## config.mk

```make
export PLATFORM = sky130hd
export DESIGN_NAME = seg_dup_adder
export DESIGN_NICKNAME = d
export VERILOG_FILES = /design/src/rtl/seg_dup_adder_pkg.sv /design/src/rtl/seg_adder_slice.sv /design/src/rtl/seg_dup_adder_ctrl.sv /design/src/rtl/seg_dup_adder_dp.sv /design/src/rtl/seg_dup_adder.sv
export SDC_FILE = /design/constraint.sdc
export NUM_CORES = 1
export LEC_CHECK = 0
export ABC_AREA = 0
export BUFFER_PORTS_ARGS = -buffer_cell sky130_fd_sc_hd__buf_4
export CAP_MARGIN = 30
export CORE_MARGIN = 5
export CORE_UTILIZATION = 30
export CTS_CLUSTER_DIAMETER = 40
export DETAILED_ROUTE_END_ITERATION = 7
export SLEW_MARGIN = 5
export SYNTH_ARGS = -nofsm -noshare
export SYNTH_HDL_FRONTEND = slang
export SYNTH_SLANG_ARGS = --single-unit
```

## constraint.sdc

```tcl
create_clock -name clk -period 3.35 [get_ports clk]
set_input_delay 0 -clock clk [delete_from_list [all_inputs] [get_ports clk]]
set_output_delay 0 -clock clk [all_outputs]
set_load 0.03 [all_outputs]
```

## src/rtl/seg_dup_adder_pkg.sv

```systemverilog
package seg_dup_adder_pkg;
  typedef struct packed {
    logic loadOps;   // capture operands, clear error
    logic evalLow;   // both segments add the low halves
    logic evalHigh;  // both segments add the high halves
  } ctrlStrobes_t;
endpackage

```

## src/rtl/seg_adder_slice.sv

```systemverilog
module seg_adder_slice #(
  parameter int HALF  = 8,
  parameter int FBW   = 4,
  parameter int SEGID = 0
) (
  input  logic [HALF-1:0] a,
  input  logic [HALF-1:0] b,
  input  logic            cin,
  input  logic            faultEn,
  input  logic            faultSeg,
  input  logic [FBW-1:0]  faultBit,
  output logic [HALF:0]   res
);
  logic [HALF:0] rawSum;
  logic [HALF:0] flipMask;
  logic          hitMe;

  assign hitMe  = faultEn && (faultSeg == 1'(SEGID));
  assign rawSum = {1'b0, a} + {1'b0, b} + {{HALF{1'b0}}, cin};

  always_comb begin
    for (int i = 0; i <= HALF; i++) begin
      flipMask[i] = hitMe && (faultBit == FBW'(i));
    end
  end

  assign res = rawSum ^ flipMask;
endmodule

```

## src/rtl/seg_dup_adder_ctrl.sv

```systemverilog
module seg_dup_adder_ctrl
  import seg_dup_adder_pkg::*;
(
  input  logic         clk,
  input  logic         rstN,
  input  logic         start,
  output ctrlStrobes_t strobes,
  output logic         done
);
  typedef enum logic [1:0] {ST_IDLE, ST_LOW, ST_HIGH} state_t;
  state_t state, stateNext;

  always_comb begin
    stateNext = state;
    strobes   = '0;
    case (state)
      ST_IDLE: if (start) begin
        strobes.loadOps = 1'b1;
        stateNext       = ST_LOW;
      end
      ST_LOW: begin
        strobes.evalLow = 1'b1;
        stateNext       = ST_HIGH;
      end
      ST_HIGH: begin
        strobes.evalHigh = 1'b1;
        stateNext        = ST_IDLE;
      end
      default: stateNext = ST_IDLE;
    endcase
  end

  always_ff @(posedge clk or negedge rstN) begin
    if (!rstN) begin
      state <= ST_IDLE;
      done  <= 1'b0;
    end else begin
      state <= stateNext;
      done  <= strobes.evalHigh;
    end
  end

  // the low phase always advances to the high phase; start cannot divert it
  assert_low_then_high_R10: assert property (@(posedge clk) disable iff (!rstN)
    strobes.evalLow |=> strobes.evalHigh);
  // an accepted request enters the low phase on the next cycle
  assert_load_then_low_R3: assert property (@(posedge clk) disable iff (!rstN)
    strobes.loadOps |=> strobes.evalLow);
  // done pulses right after the high phase and lasts a single cycle
  assert_done_after_high_R3: assert property (@(posedge clk) disable iff (!rstN)
    strobes.evalHigh |=> done);
  assert_done_single_R3: assert property (@(posedge clk) disable iff (!rstN)
    done |=> !done);
endmodule

```

## src/rtl/seg_dup_adder_dp.sv

```systemverilog
module seg_dup_adder_dp
  import seg_dup_adder_pkg::*;
#(
  parameter int WIDTH = 16,
  parameter int HALF  = WIDTH / 2,
  parameter int FBW   = $clog2(HALF + 1)
) (
  input  logic             clk,
  input  logic             rstN,
  input  ctrlStrobes_t     strobes,
  input  logic [WIDTH-1:0] opA,
  input  logic [WIDTH-1:0] opB,
  input  logic             carryIn,
  input  logic             faultEn,
  input  logic             faultSeg,
  input  logic [FBW-1:0]   faultBit,
  output logic [WIDTH-1:0] sum,
  output logic             carryOut,
  output logic             error
);
  logic [WIDTH-1:0] opAReg, opBReg;
  logic             cinReg, midCarry;
  logic [HALF-1:0]  segA, segB;
  logic             segCin;
  logic [HALF:0]    segRes [2];
  logic             mismatch;
  logic             evalAny;

  assign evalAny = strobes.evalLow || strobes.evalHigh;
  assign segA    = strobes.evalHigh ? opAReg[WIDTH-1:HALF] : opAReg[HALF-1:0];
  assign segB    = strobes.evalHigh ? opBReg[WIDTH-1:HALF] : opBReg[HALF-1:0];
  assign segCin  = strobes.evalHigh ? midCarry : cinReg;

  for (genvar g = 0; g < 2; g++) begin : gSeg
    seg_adder_slice #(.HALF(HALF), .FBW(FBW), .SEGID(g)) u_slice (
      .a(segA), .b(segB), .cin(segCin),
      .faultEn(faultEn), .faultSeg(faultSeg), .faultBit(faultBit),
      .res(segRes[g])
    );
  end

  assign mismatch = segRes[0] != segRes[1];

  always_ff @(posedge clk or negedge rstN) begin
    if (!rstN) begin
      opAReg   <= '0;
      opBReg   <= '0;
      cinReg   <= 1'b0;
      midCarry <= 1'b0;
      sum      <= '0;
      carryOut <= 1'b0;
      error    <= 1'b0;
    end else begin
      if (strobes.loadOps) begin
        opAReg <= opA;
        opBReg <= opB;
        cinReg <= carryIn;
        error  <= 1'b0;
      end
      if (strobes.evalLow) begin
        sum[HALF-1:0] <= segRes[0][HALF-1:0];
        midCarry      <= segRes[0][HALF];
      end
      if (strobes.evalHigh) begin
        sum[WIDTH-1:HALF] <= segRes[0][HALF-1:0];
        carryOut          <= segRes[0][HALF];
      end
      if (evalAny && mismatch) error <= 1'b1;
    end
  end

  // two independent slices must agree whenever no fault is injected
  assert_segments_agree_R5: assert property (@(posedge clk) disable iff (!rstN)
    (evalAny && !faultEn) |-> (segRes[0] == segRes[1]));
  // the low half written in the low phase survives the high phase
  assert_low_half_kept_R4: assert property (@(posedge clk) disable iff (!rstN)
    strobes.evalHigh |=> $stable(sum[HALF-1:0]));
  // outside a request the visible result does not move
  assert_idle_hold_R11: assert property (@(posedge clk) disable iff (!rstN)
    (!evalAny && !strobes.loadOps) |=> ($stable(sum) && $stable(carryOut) && $stable(error)));
endmodule

```

## src/rtl/seg_dup_adder.sv

```systemverilog
module seg_dup_adder
  import seg_dup_adder_pkg::*;
#(
  parameter int WIDTH = 16,
  localparam int HALF = WIDTH / 2,
  localparam int FBW  = $clog2(HALF + 1)
) (
  input  logic             clk,
  input  logic             rstN,
  input  logic             start,
  input  logic [WIDTH-1:0] opA,
  input  logic [WIDTH-1:0] opB,
  input  logic             carryIn,
  input  logic             faultEn,
  input  logic             faultSeg,
  input  logic [FBW-1:0]   faultBit,
  output logic [WIDTH-1:0] sum,
  output logic             carryOut,
  output logic             done,
  output logic             error
);
  ctrlStrobes_t strobes;

  initial begin
    assert_even_width: assert ((WIDTH % 2) == 0 && WIDTH >= 2);
  end

  seg_dup_adder_ctrl u_ctrl (
    .clk(clk), .rstN(rstN), .start(start), .strobes(strobes), .done(done)
  );

  seg_dup_adder_dp #(.WIDTH(WIDTH), .HALF(HALF), .FBW(FBW)) u_dp (
    .clk(clk), .rstN(rstN), .strobes(strobes),
    .opA(opA), .opB(opB), .carryIn(carryIn),
    .faultEn(faultEn), .faultSeg(faultSeg), .faultBit(faultBit),
    .sum(sum), .carryOut(carryOut), .error(error)
  );
endmodule

```

==> impl_metrics.csv, run 1 <==
group,metric,value,unit
outcome,status,"completed",
final_layout,seq_area,0.001376,sq mm
cts,clock-sinks,55,
global_routing,track_usage,0.1185,
setup_path,criticalPathCategory,"reg2reg",
final_layout,area_growth,36.36,%
drt,drc_errors,0,
setup_path,path_max_fanout,9,
global_routing,grt_max_degree,56,
placed_design,portBuffers,60,
floorplan,dieArea,0.01156,sq mm
timing,setup_ws,0.2970,ns
global_routing,met2_usage,0.2012,
synthesis,synth_compound_area_frac,0.08246,
placed_design,dpl.cell_count,416,
timing,timing.slew.headroom,0.5285,
drt,ant_nets,0,
setup_path,reg2reg_from,"u_ctrl.state[0]",
drt,drt_iter0_drc,88,
synthesis,synth.avg_cell_area,12.19,sq um
pwr,p_leak,1.708,nW
synthesis,ys_warn_count,0,
placed_design,place_congestion,0.7933,
synthesis,synth-simple-area-share,0.09912,
cts,clk_pin_slew_worst_paths,0.10,ns
timing,finalClockSkew,0.009158,ns
cts,htree_levels,2,
final_layout,stdcell_count,459,
global_routing,grtUsageMet1,0.1542,
min_path,hold_path_depth,3,
timing,fin_crit_sh,0.9114,
final_layout,multiInputGateArea,0.001418,sq mm
setup_path,r2r_slack,0.30,ns
job,drv_cap,0,
setup_path,reg2reg_depth,10,
pwr,p_per_area,1064,mW/mm^2
final_layout,num-nets-final,385,
timing,timing.fmax,327.5,MHz
cts,worstSkewPairLatency,0.31,ns
global_routing,grt-ovfl-total,0,
synthesis,synth-seq-cells,55,
drt,vias,2085,
setup_path,regToRegEndpoint,"u_dp.sum[14]",
synthesis,seq_area_frac_synth,0.4825,
min_path,hold_path_class,"in2reg",
synthesis,synth_xor_area_frac,0.03684,
pwr,internal-power,2.418,mW
synthesis,synth_top_family_by_area,"multiplexers",
final_layout,final_common_cell,"buf_4",
final_layout,fin_util,0.4210,
synthesis,yosys.area_share.adder,0.06667,
synthesis,async_reset_ff_frac,1.000,
floorplan,start_util,0.3087,
floorplan,fp.dieH,107.5,microns
global_routing,grt.busiest_layer,"met2",
final_layout,mostFrequentLayoutCells,"buf_4 (64), dfrtp_1 (55), mux2_2 (51), dlygate4sd3_1 (35)",
synthesis,synth_edf_count,0,
placed_design,post-dp-hpwl,4.813,mm
global_routing,antenna_found_initial,0,
drt,viasPerCell,4.542,
floorplan,die_width,107.5,microns
cts,postCtsSetupRepairBufs,0,
pwr,p_clk_frac,0.089,
setup_path,cp.arrival,3.28,ns
pwr,ir_drop,464.1,uV
setup_path,start_kind,"flip-flop",
pwr,p_comb_frac,0.624,
final_layout,n_antenna_cell,0,
timing,slew_viol_final,0,
timing,tightest_slew,0.7073,ns
timing,rsz0062_at_grt,"no",
synthesis,synthDistinctLibCells,40,
timing,period_needed,3.053,ns
floorplan,io_pins,61,
drt,firstDrtPassIters,4,
synthesis,syn_nets,290,
timing,setup_viol,0,
synthesis,ys.flop_type,"dfrtp_1",
global_routing,grt_pass1_vias,2252,
timing,tns,0,ns
cts,cts_buffers,5,
synthesis,syn_area,0.002853,sq mm
min_path,whs_endpoint,"u_ctrl.state[1]",
cts,postCtsHoldBufs,35,
synthesis,synth_cells,234,
final_layout,drive_above_1_share,0.3788,
floorplan,rows,35,
cts,cts_resized,0,
setup_path,crit_path_end_kind,"flip-flop",
floorplan,core_area,0.009240,sq mm
final_layout,fill_cells,879,
synthesis,synth_mux_area_frac,0.2118,
cts,cts_tree,"built",
global_routing,grt_pass1_wl,10.96,mm
global_routing,grtUsageMet3,0.02519,
drt,drt-total-wl,6.569,mm
timing,hold_viol,0,
cts,clock-root-buffer,"clkbuf_8",
pwr,switching_power,1.722,mW
min_path,worstHoldStart,"start",
drt,wl_per_cell,14.31,microns
setup_path,cp.required,3.58,ns
cts,clock_path_buffers,2,
pwr,sequentialPowerShare,0.288,
pwr,p_sw_frac,0.4159,
placed_design,place_ws,0.3199,ns
-- flip-flops by register name, indices dropped and copies added, names as in the netlist --
name / cells
u_dp.carryOut: 1
u_ctrl.state: 2
u_dp.opBReg: 16
u_dp.error: 1
u_dp.opAReg: 16
u_dp.cinReg: 1
u_ctrl.done: 1
u_dp.midCarry: 1
u_dp.sum: 16
-- critical path, stage by stage, from the launching register on --
cell and delay, ns:
dfrtp_1 0.41, inv_1 0.12, ha_1 0.44, mux2i_1 0.35, fa_1 0.26, inv_1 0.06, fa_1 0.41, a21o_1 0.19
a221oi_1 0.29, xnor3_1 0.28, a21oi_1 0.17
-- worst max-delay path by stage --
stage / start / endpoint / slack (ns)
after global placement: u_ctrl.state[0] / u_dp.sum[6] / 0.40
after global routing: u_ctrl.state[0] / u_dp.sum[14] / 0.02
after detailed placement: u_ctrl.state[0] / u_dp.sum[14] / 0.32
after floorplan: u_ctrl.state[0] / u_dp.sum[14] / 0.26
final: u_ctrl.state[0] / u_dp.sum[14] / 0.30
after CTS: u_ctrl.state[0] / u_dp.sum[14] / 0.23
-- kinds of logic after synthesis --
family | Yosys count
adders and majority gates | 14
muxes | 54
xor gates and xnor gates | 7
AOI/OAI and AO/OA | 38
buffers and inverters | 15
and+or+nand+nor | 51
DFF | 55
-- stage by stage --
step	power [mW]	cell area [sq um]	hold slack, ns
2_1_floorplan	3.086	2853	-0.2956
3_3_place_gp	3.728	3451	0.09187
3_5_place_dp	3.787	3451	0.1038
4_1_cts	4.199	3890	0.03933
5_1_grt	4.507	3890	0.07608
6_report	4.139	3890	0.04477
-- power groups by stage --
stage	sequential, mW	clock [mW]	combinational [mW]
2_1_floorplan	1.37	0	1.72
3_3_place_gp	1.21	0	2.51
3_5_place_dp	1.21	0	2.58
4_1_cts	1.20	0.386	2.62
5_1_grt	1.23	0.415	2.86
6_report	1.19	0.368	2.58
-- synth_stat cells (all sizes together) (2+ instances only) --
cell / number / area, sq um
nand3: 4 / 20.02
nand2b: 2 / 12.51
nor2: 16 / 60.06
buf: 3 / 13.76
nand2: 11 / 41.29
nor3: 2 / 10.01
xnor2: 2 / 17.52
a21o: 2 / 15.01
inv: 4 / 15.01
a31oi: 4 / 25.02
xor2: 2 / 17.52
o21ai: 5 / 25.02
dfrtp: 55 / 1376
nor4: 3 / 18.77
clkbuf: 8 / 30.03
mux2: 51 / 574.3
a211oi: 3 / 22.52
fa: 2 / 40.04
a211o: 2 / 17.52
nand3b: 3 / 22.52
a21oi: 16 / 80.08
o211ai: 2 / 15.01
ha: 12 / 150.1
xor3: 2 / 47.55
mux2i: 3 / 30.03
or3: 2 / 12.51
-- metal layers --
metal  up-vias  routed length (microns)  part of all wire
met5         -                        0                 0
met4         0                       74             0.011
met3         8                      230             0.035
met2        43                     3280              0.50
met1      1004                     2983              0.45
li1       1030                        -                 -
-- area by class of cell --
cell class	count	share of cell area
clock buffer	5	0.01769
clock inverter	3	0.005146
tap	129	0.04149
sequential	55	0.3538
multi-input combinational	164	0.3644
timing repair buffer	99	0.2136
inverter	4	0.003860
(Power assumes the default switching activity.)
==> run 2: changes to the inputs <==
Settings changed: CORE_MARGIN 5 to unset.
==> run 2 against run 1 <==
Against the previous run: non-clock buffer count fell by 1; sequential cell count did not move; clock skew up 0.00071 ns; via count is 0.82% higher; clock-buffer cell count did not move; cell area barely moved; total power about the same; critical path depth rose by 1; first-iteration DRC count shrank 10%; routed wire length decreased by 5.5%; worst setup slack better by 0.14 ns; register-to-register slack improved by 0.14 ns; critical path type unchanged.
==> impl_metrics.csv, run 2 (synthesis gave the netlist of run 1 again) <==
group,metric,value,unit
cts,cts_resized,0,
setup_path,reg2reg_depth,11,
final_layout,mostFrequentLayoutCells,"buf_4 (63), dfrtp_1 (55), mux2_2 (51), dlygate4sd3_1 (35)",
min_path,hold_path_class,"in2reg",
cts,cts_tree,"built",
cts,clock-root-buffer,"clkbuf_8",
floorplan,fp.dieH,99.52,microns
placed_design,dpl.cell_count,415,
setup_path,crit_start,"u_ctrl.state[0]",
pwr,total_power,4.140,mW
cts,clock-sinks,55,
timing,timing.slew.headroom,0.5295,
setup_path,cp.required,3.59,ns
setup_path,path_max_fanout,14,
timing,timing.fmax,343.1,MHz
pwr,p_clk_frac,0.090,
outcome,status,"completed",
cts,worstSkewPairLatency,0.31,ns
drt,drt_iter0_drc,79,
pwr,p_comb_frac,0.621,
timing,period_needed,2.915,ns
setup_path,critPathMaxStageDelay,0.42,ns
setup_path,crit_path_end_kind,"flip-flop",
drt,drc_errors,0,
pwr,sequentialPowerShare,0.289,
cts,postCtsSetupRepairBufs,0,
cts,clock_path_buffers,2,
drt,ant_nets,0,
drt,vias,2102,
final_layout,stdcell_count,458,
placed_design,placed_cell_area,0.003443,sq mm
timing,setup_viol,0,
cts,cts_buffers,5,
global_routing,track_usage,0.1350,
timing,fin_crit_sh,0.8701,
final_layout,final_common_cell,"buf_4",
setup_path,reg2reg_from,"u_ctrl.state[0]",
final_layout,num-nets-final,384,
final_layout,fin_util,0.4207,
pwr,p_leak,1.707,nW
floorplan,die_width,99.52,microns
global_routing,grt_max_degree,56,
pwr,ir_drop,384.1,uV
setup_path,criticalPathCategory,"reg2reg",
final_layout,fin_area,0.003887,sq mm
cts,clk_pin_slew_worst_paths,0.11,ns
placed_design,portBuffers,60,
setup_path,path_cells,"inv_1 > ha_1 > buf_4 > mux2i_1 > fa_1 > inv_1 > fa_1 > a21o_1 > a221oi_1 > xnor3_1 > a21oi_1",
setup_path,critPathBufInv,3,
drt,wl_per_cell,13.55,microns
pwr,switching_power,1.722,mW
timing,finalClockSkew,0.009872,ns
setup_path,crit_path_end,"u_dp.sum[6]",
drt,viasPerCell,4.590,
floorplan,core_area,0.009240,sq mm
floorplan,rows,35,
job,drv_cap,0,
final_layout,area_growth,36.27,%
global_routing,grt_pass1_wl,10.47,mm
pwr,p_per_area,1065,mW/mm^2
pwr,p_sw_frac,0.4160,
drt,firstDrtPassIters,4,
final_layout,reg.largest.list,"u_dp.opAReg: 16 flops, u_dp.opBReg: 16 flops, u_dp.sum: 16 flops",
global_routing,antenna_found_initial,0,
timing,tns,0,ns
setup_path,cp.depth,11,
setup_path,critPathTopFamily,"adder cells",
setup_path,start_kind,"flip-flop",
setup_path,regToRegEndpoint,"u_dp.sum[6]",
final_layout,drive_above_1_share,0.3769,
final_layout,n_antenna_cell,0,
placed_design,place_congestion,0.8480,
setup_path,r2r_slack,0.44,ns
global_routing,grt_pass1_vias,2182,
floorplan,dieArea,0.009903,sq mm
pwr,internal-power,2.418,mW
floorplan,io_pins,61,
placed_design,post-dp-hpwl,4.503,mm
drt,drt-total-wl,6.206,mm
timing,slew_viol_final,0,
global_routing,grt-ovfl-total,0,
timing,tightest_slew,0.7058,ns
timing,rsz0062_at_grt,"no",
cts,htree_levels,2,
floorplan,start_util,0.3087,
setup_path,critPathSlowestCell,"fa_1",
cts,postCtsHoldBufs,35,
setup_path,cp.arrival,3.15,ns
timing,hold_viol,0,
## run 2: changes by cell type in the layout (fill, tap and decap cells not counted)
cell	before	now
clkinvlp_4	2	1
clkinv_2	1	0
clkinv_4	0	2
buf_4	64	63
## run 2: how the worst min path moves through the flow
stage          start               to  depth (start not counted)  slack (ns)
2_1_floorplan   rstN      u_ctrl.done                          0       -0.30
6_report       start       u_dp.error                          3        0.05
5_1_grt        start       u_dp.error                          3        0.04
4_1_cts        start       u_dp.error                          3        0.04
3_5_place_dp    rstN  u_dp.opBReg[15]                          1         0.1
3_3_place_gp    rstN   u_dp.opBReg[8]                          1        0.09
## run 2: worst reg2reg max path, stage by stage, from the launching register on
cell and delay [ns]:
dfrtp_1 0.41, inv_1 0.12, ha_1 0.18, buf_4 0.22, mux2i_1 0.28, fa_1 0.23, inv_1 0.06, fa_1 0.42
a21o_1 0.20, a221oi_1 0.30, xnor3_1 0.28, a21oi_1 0.16
## run 2: power groups by stage
stage	Sequential [mW]	Combinational [mW]	Clock (mW)
global route	1.24	2.83	0.427
global placement	1.21	2.51	0
finish	1.20	2.57	0.374
floorplan	1.37	1.72	0
detailed placement	1.21	2.56	0
CTS	1.20	2.60	0.390
## run 2: cell type report
class                           count  area [sq um]
Fill cell                         875          5353
Multi-Input combinational cell    164          1418
Sequential cell                    55          1376
Timing Repair Buffer               98         823.3
Tap cell                          129         161.4
Clock buffer                        5         68.82
Clock inverter                      3         25.02
Inverter                            4         15.01
## run 2: stage by stage
step | setup WS, ns | hold slack (ns)
floorplan | 0.2557 | -0.2956
global route | 0.1373 | 0.04382
CTS | 0.4019 | 0.03755
detailed placement | 0.4182 | 0.09848
finish | 0.4352 | 0.05037
global placement | 0.5199 | 0.09090
## run 2: routing by layer
layer  vias to the layer above  global-route usage  part of all wire
met5                         -                   0                 0
li1                       1041                   -                 -
met4                         0             0.03733            0.0040
met3                         2             0.02389             0.032
met1                      1009              0.1779              0.49
met2                        50              0.2286              0.48
==> run 3: changes to the inputs <==
Settings changed: CORE_MARGIN set to 2.
==> run 3 against run 2 <==
Against the previous run: clock skew is essentially flat; first-iteration DRC count grew 13%; clock-buffer cell count is the same; clock power is 40% higher; global-route usage is 0.43 points lower; sequential cell count did not move; worst setup slack worse by 0.067 ns.
==> impl_metrics.csv, run 3 (synthesis gave the netlist of run 1 again) <==
group,metric,value,unit
timing,rsz0062_at_grt,"no",
final_layout,num-nets-final,384,
drt,firstDrtPassIters,4,
global_routing,track_usage,0.1307,
timing,hold_viol,0,
setup_path,r2r_slack,0.37,ns
drt,ant_nets,0,
global_routing,grt_pass1_wl,10.50,mm
setup_path,crit_path_end_kind,"flip-flop",
cts,htree_levels,2,
drt,vias,2074,
global_routing,grt_pass1_vias,2160,
cts,worstSkewPairLatency,0.31,ns
cts,clock-sinks,55,
final_layout,reg.largest.list,"u_dp.opAReg: 16 flops, u_dp.opBReg: 16 flops, u_dp.sum: 16 flops",
final_layout,area_growth,37.76,%
setup_path,path_max_fanout,23,
final_layout,n_antenna_cell,0,
final_layout,seq_area,0.001376,sq mm
global_routing,grt_max_degree,56,
cts,cts_tree,"built",
pwr,sequentialPowerShare,0.278,
timing,slew_viol_final,0,
floorplan,die_width,101.5,microns
final_layout,final_common_cell,"buf_4",
timing,setup_viol,0,
placed_design,place_congestion,0.8333,
pwr,ir_drop,382.4,uV
cts,cts_buffers,5,
final_layout,multiInputGateArea,0.001418,sq mm
timing,finalClockSkew,0.009765,ns
global_routing,grt-ovfl-total,0,
floorplan,core_area,0.009240,sq mm
final_layout,fill_cells,882,
cts,clk_pin_slew_worst_paths,0.11,ns
timing,fin_crit_sh,0.8901,
timing,period_needed,2.982,ns
drt,wl_per_cell,14.10,microns
cts,clock_path_buffers,2,
floorplan,fp.dieH,101.5,microns
placed_design,portBuffers,60,
pwr,p_sw_frac,0.4014,
final_layout,mostFrequentLayoutCells,"buf_4 (63), dfrtp_1 (55), mux2_2 (51), dlygate4sd3_1 (35)",
timing,timing.slew.headroom,0.5273,
timing,tightest_slew,0.7091,ns
setup_path,criticalPathCategory,"reg2reg",
outcome,status,"completed",
cts,cts_resized,0,
pwr,p_leak,1.727,nW
drt,drc_errors,0,
pwr,switching_power,1.720,mW
final_layout,drive_above_1_share,0.3769,
drt,viasPerCell,4.528,
cts,clock-root-buffer,"clkbuf_8",
pwr,total_power,4.285,mW
floorplan,dieArea,0.01031,sq mm
drt,drt_iter0_drc,89,
pwr,p_clk_frac,0.122,
setup_path,cp.required,3.59,ns
min_path,hold_path_class,"in2reg",
timing,timing.fmax,335.4,MHz
global_routing,antenna_found_initial,0,
placed_design,post-dp-hpwl,4.546,mm
cts,postCtsHoldBufs,35,
drt,drt-total-wl,6.459,mm
pwr,internal-power,2.565,mW
pwr,p_comb_frac,0.600,
setup_path,cp.arrival,3.22,ns
floorplan,rows,35,
pwr,p_per_area,1090,mW/mm^2
floorplan,io_pins,61,
floorplan,start_util,0.3087,
cts,postCtsSetupRepairBufs,0,
setup_path,start_kind,"flip-flop",
job,drv_cap,0,
timing,tns,0,ns
-- run 3: cell count changes in the layout (fill, tap and decap cells not counted) --
cell and delta:
bufinv_16 +2, clkinv_4 -2
-- run 3: path summary, 6_finish.rpt --
path | start | end | cells past startpoint
worst max-delay path | u_ctrl.state[0] | u_dp.sum[14] | 9
worst min-delay path | start | u_ctrl.state[1] | 3
worst max register to register | u_ctrl.state[0] | u_dp.sum[14] | 9
worst min register to register | u_dp.error | u_dp.error | 1
max in group asynchronous | rstN | u_dp.sum[15] | 2
min in group asynchronous | rstN | u_dp.opBReg[8] | 2
-- run 3: power by group through the flow --
stage,logic (mW),clock network [mW],registers (mW)
6_report,2.57,0.522,1.19
5_1_grt,2.84,0.569,1.24
4_1_cts,2.60,0.534,1.20
3_5_place_dp,2.56,0,1.21
3_3_place_gp,2.51,0,1.21
2_1_floorplan,1.72,0,1.37
-- run 3: stage by stage --
| stage | worst slack (ns) | area (sq um) | util | hold WS [ns] | std cells |
|---|---|---|---|---|---|
| finish | 0.3683 | 3930 | 0.4253 | 0.02453 | 458 |
| global route | 0.1163 | 3930 | 0.4253 | 0.04236 | 458 |
| CTS | 0.3508 | 3930 | 0.4253 | 0.02727 | 458 |
| detailed placement | 0.3832 | 3443 | 0.3726 | 0.1021 | 415 |
| global placement | 0.4803 | 3443 | 0.3726 | 0.09727 | 415 |
| floorplan | 0.2557 | 2853 | - | -0.2956 | 234 |
-- run 3: worst max-delay path, stage by stage (launching register included) --
cell and delay, ns:
dfrtp_1 0.41, inv_1 0.12, ha_1 0.31, buf_4 0.32
mux2_2 0.38, ha_1 0.38, a21o_1 0.21, a221oi_1 0.33
xnor3_1 0.29, a21oi_1 0.15
-- run 3: layer usage --
layer,wire length [microns],track usage,vias up
met2,3193,0.2242,39
met5,0,0,-
met3,229,0.02830,4
met4,39,0.02807,0
li1,-,-,1034
met1,2997,0.1696,997
-- run 3: layout make-up --
cell class              instances  share of cell area
multi-input cells             164              0.3607
flip-flops and latches         55              0.3502
repair buffers                 98              0.2095
well taps                     129             0.04107
clock buffers                   5             0.01751
clock inverters                 3             0.01719
inverters                       4            0.003820
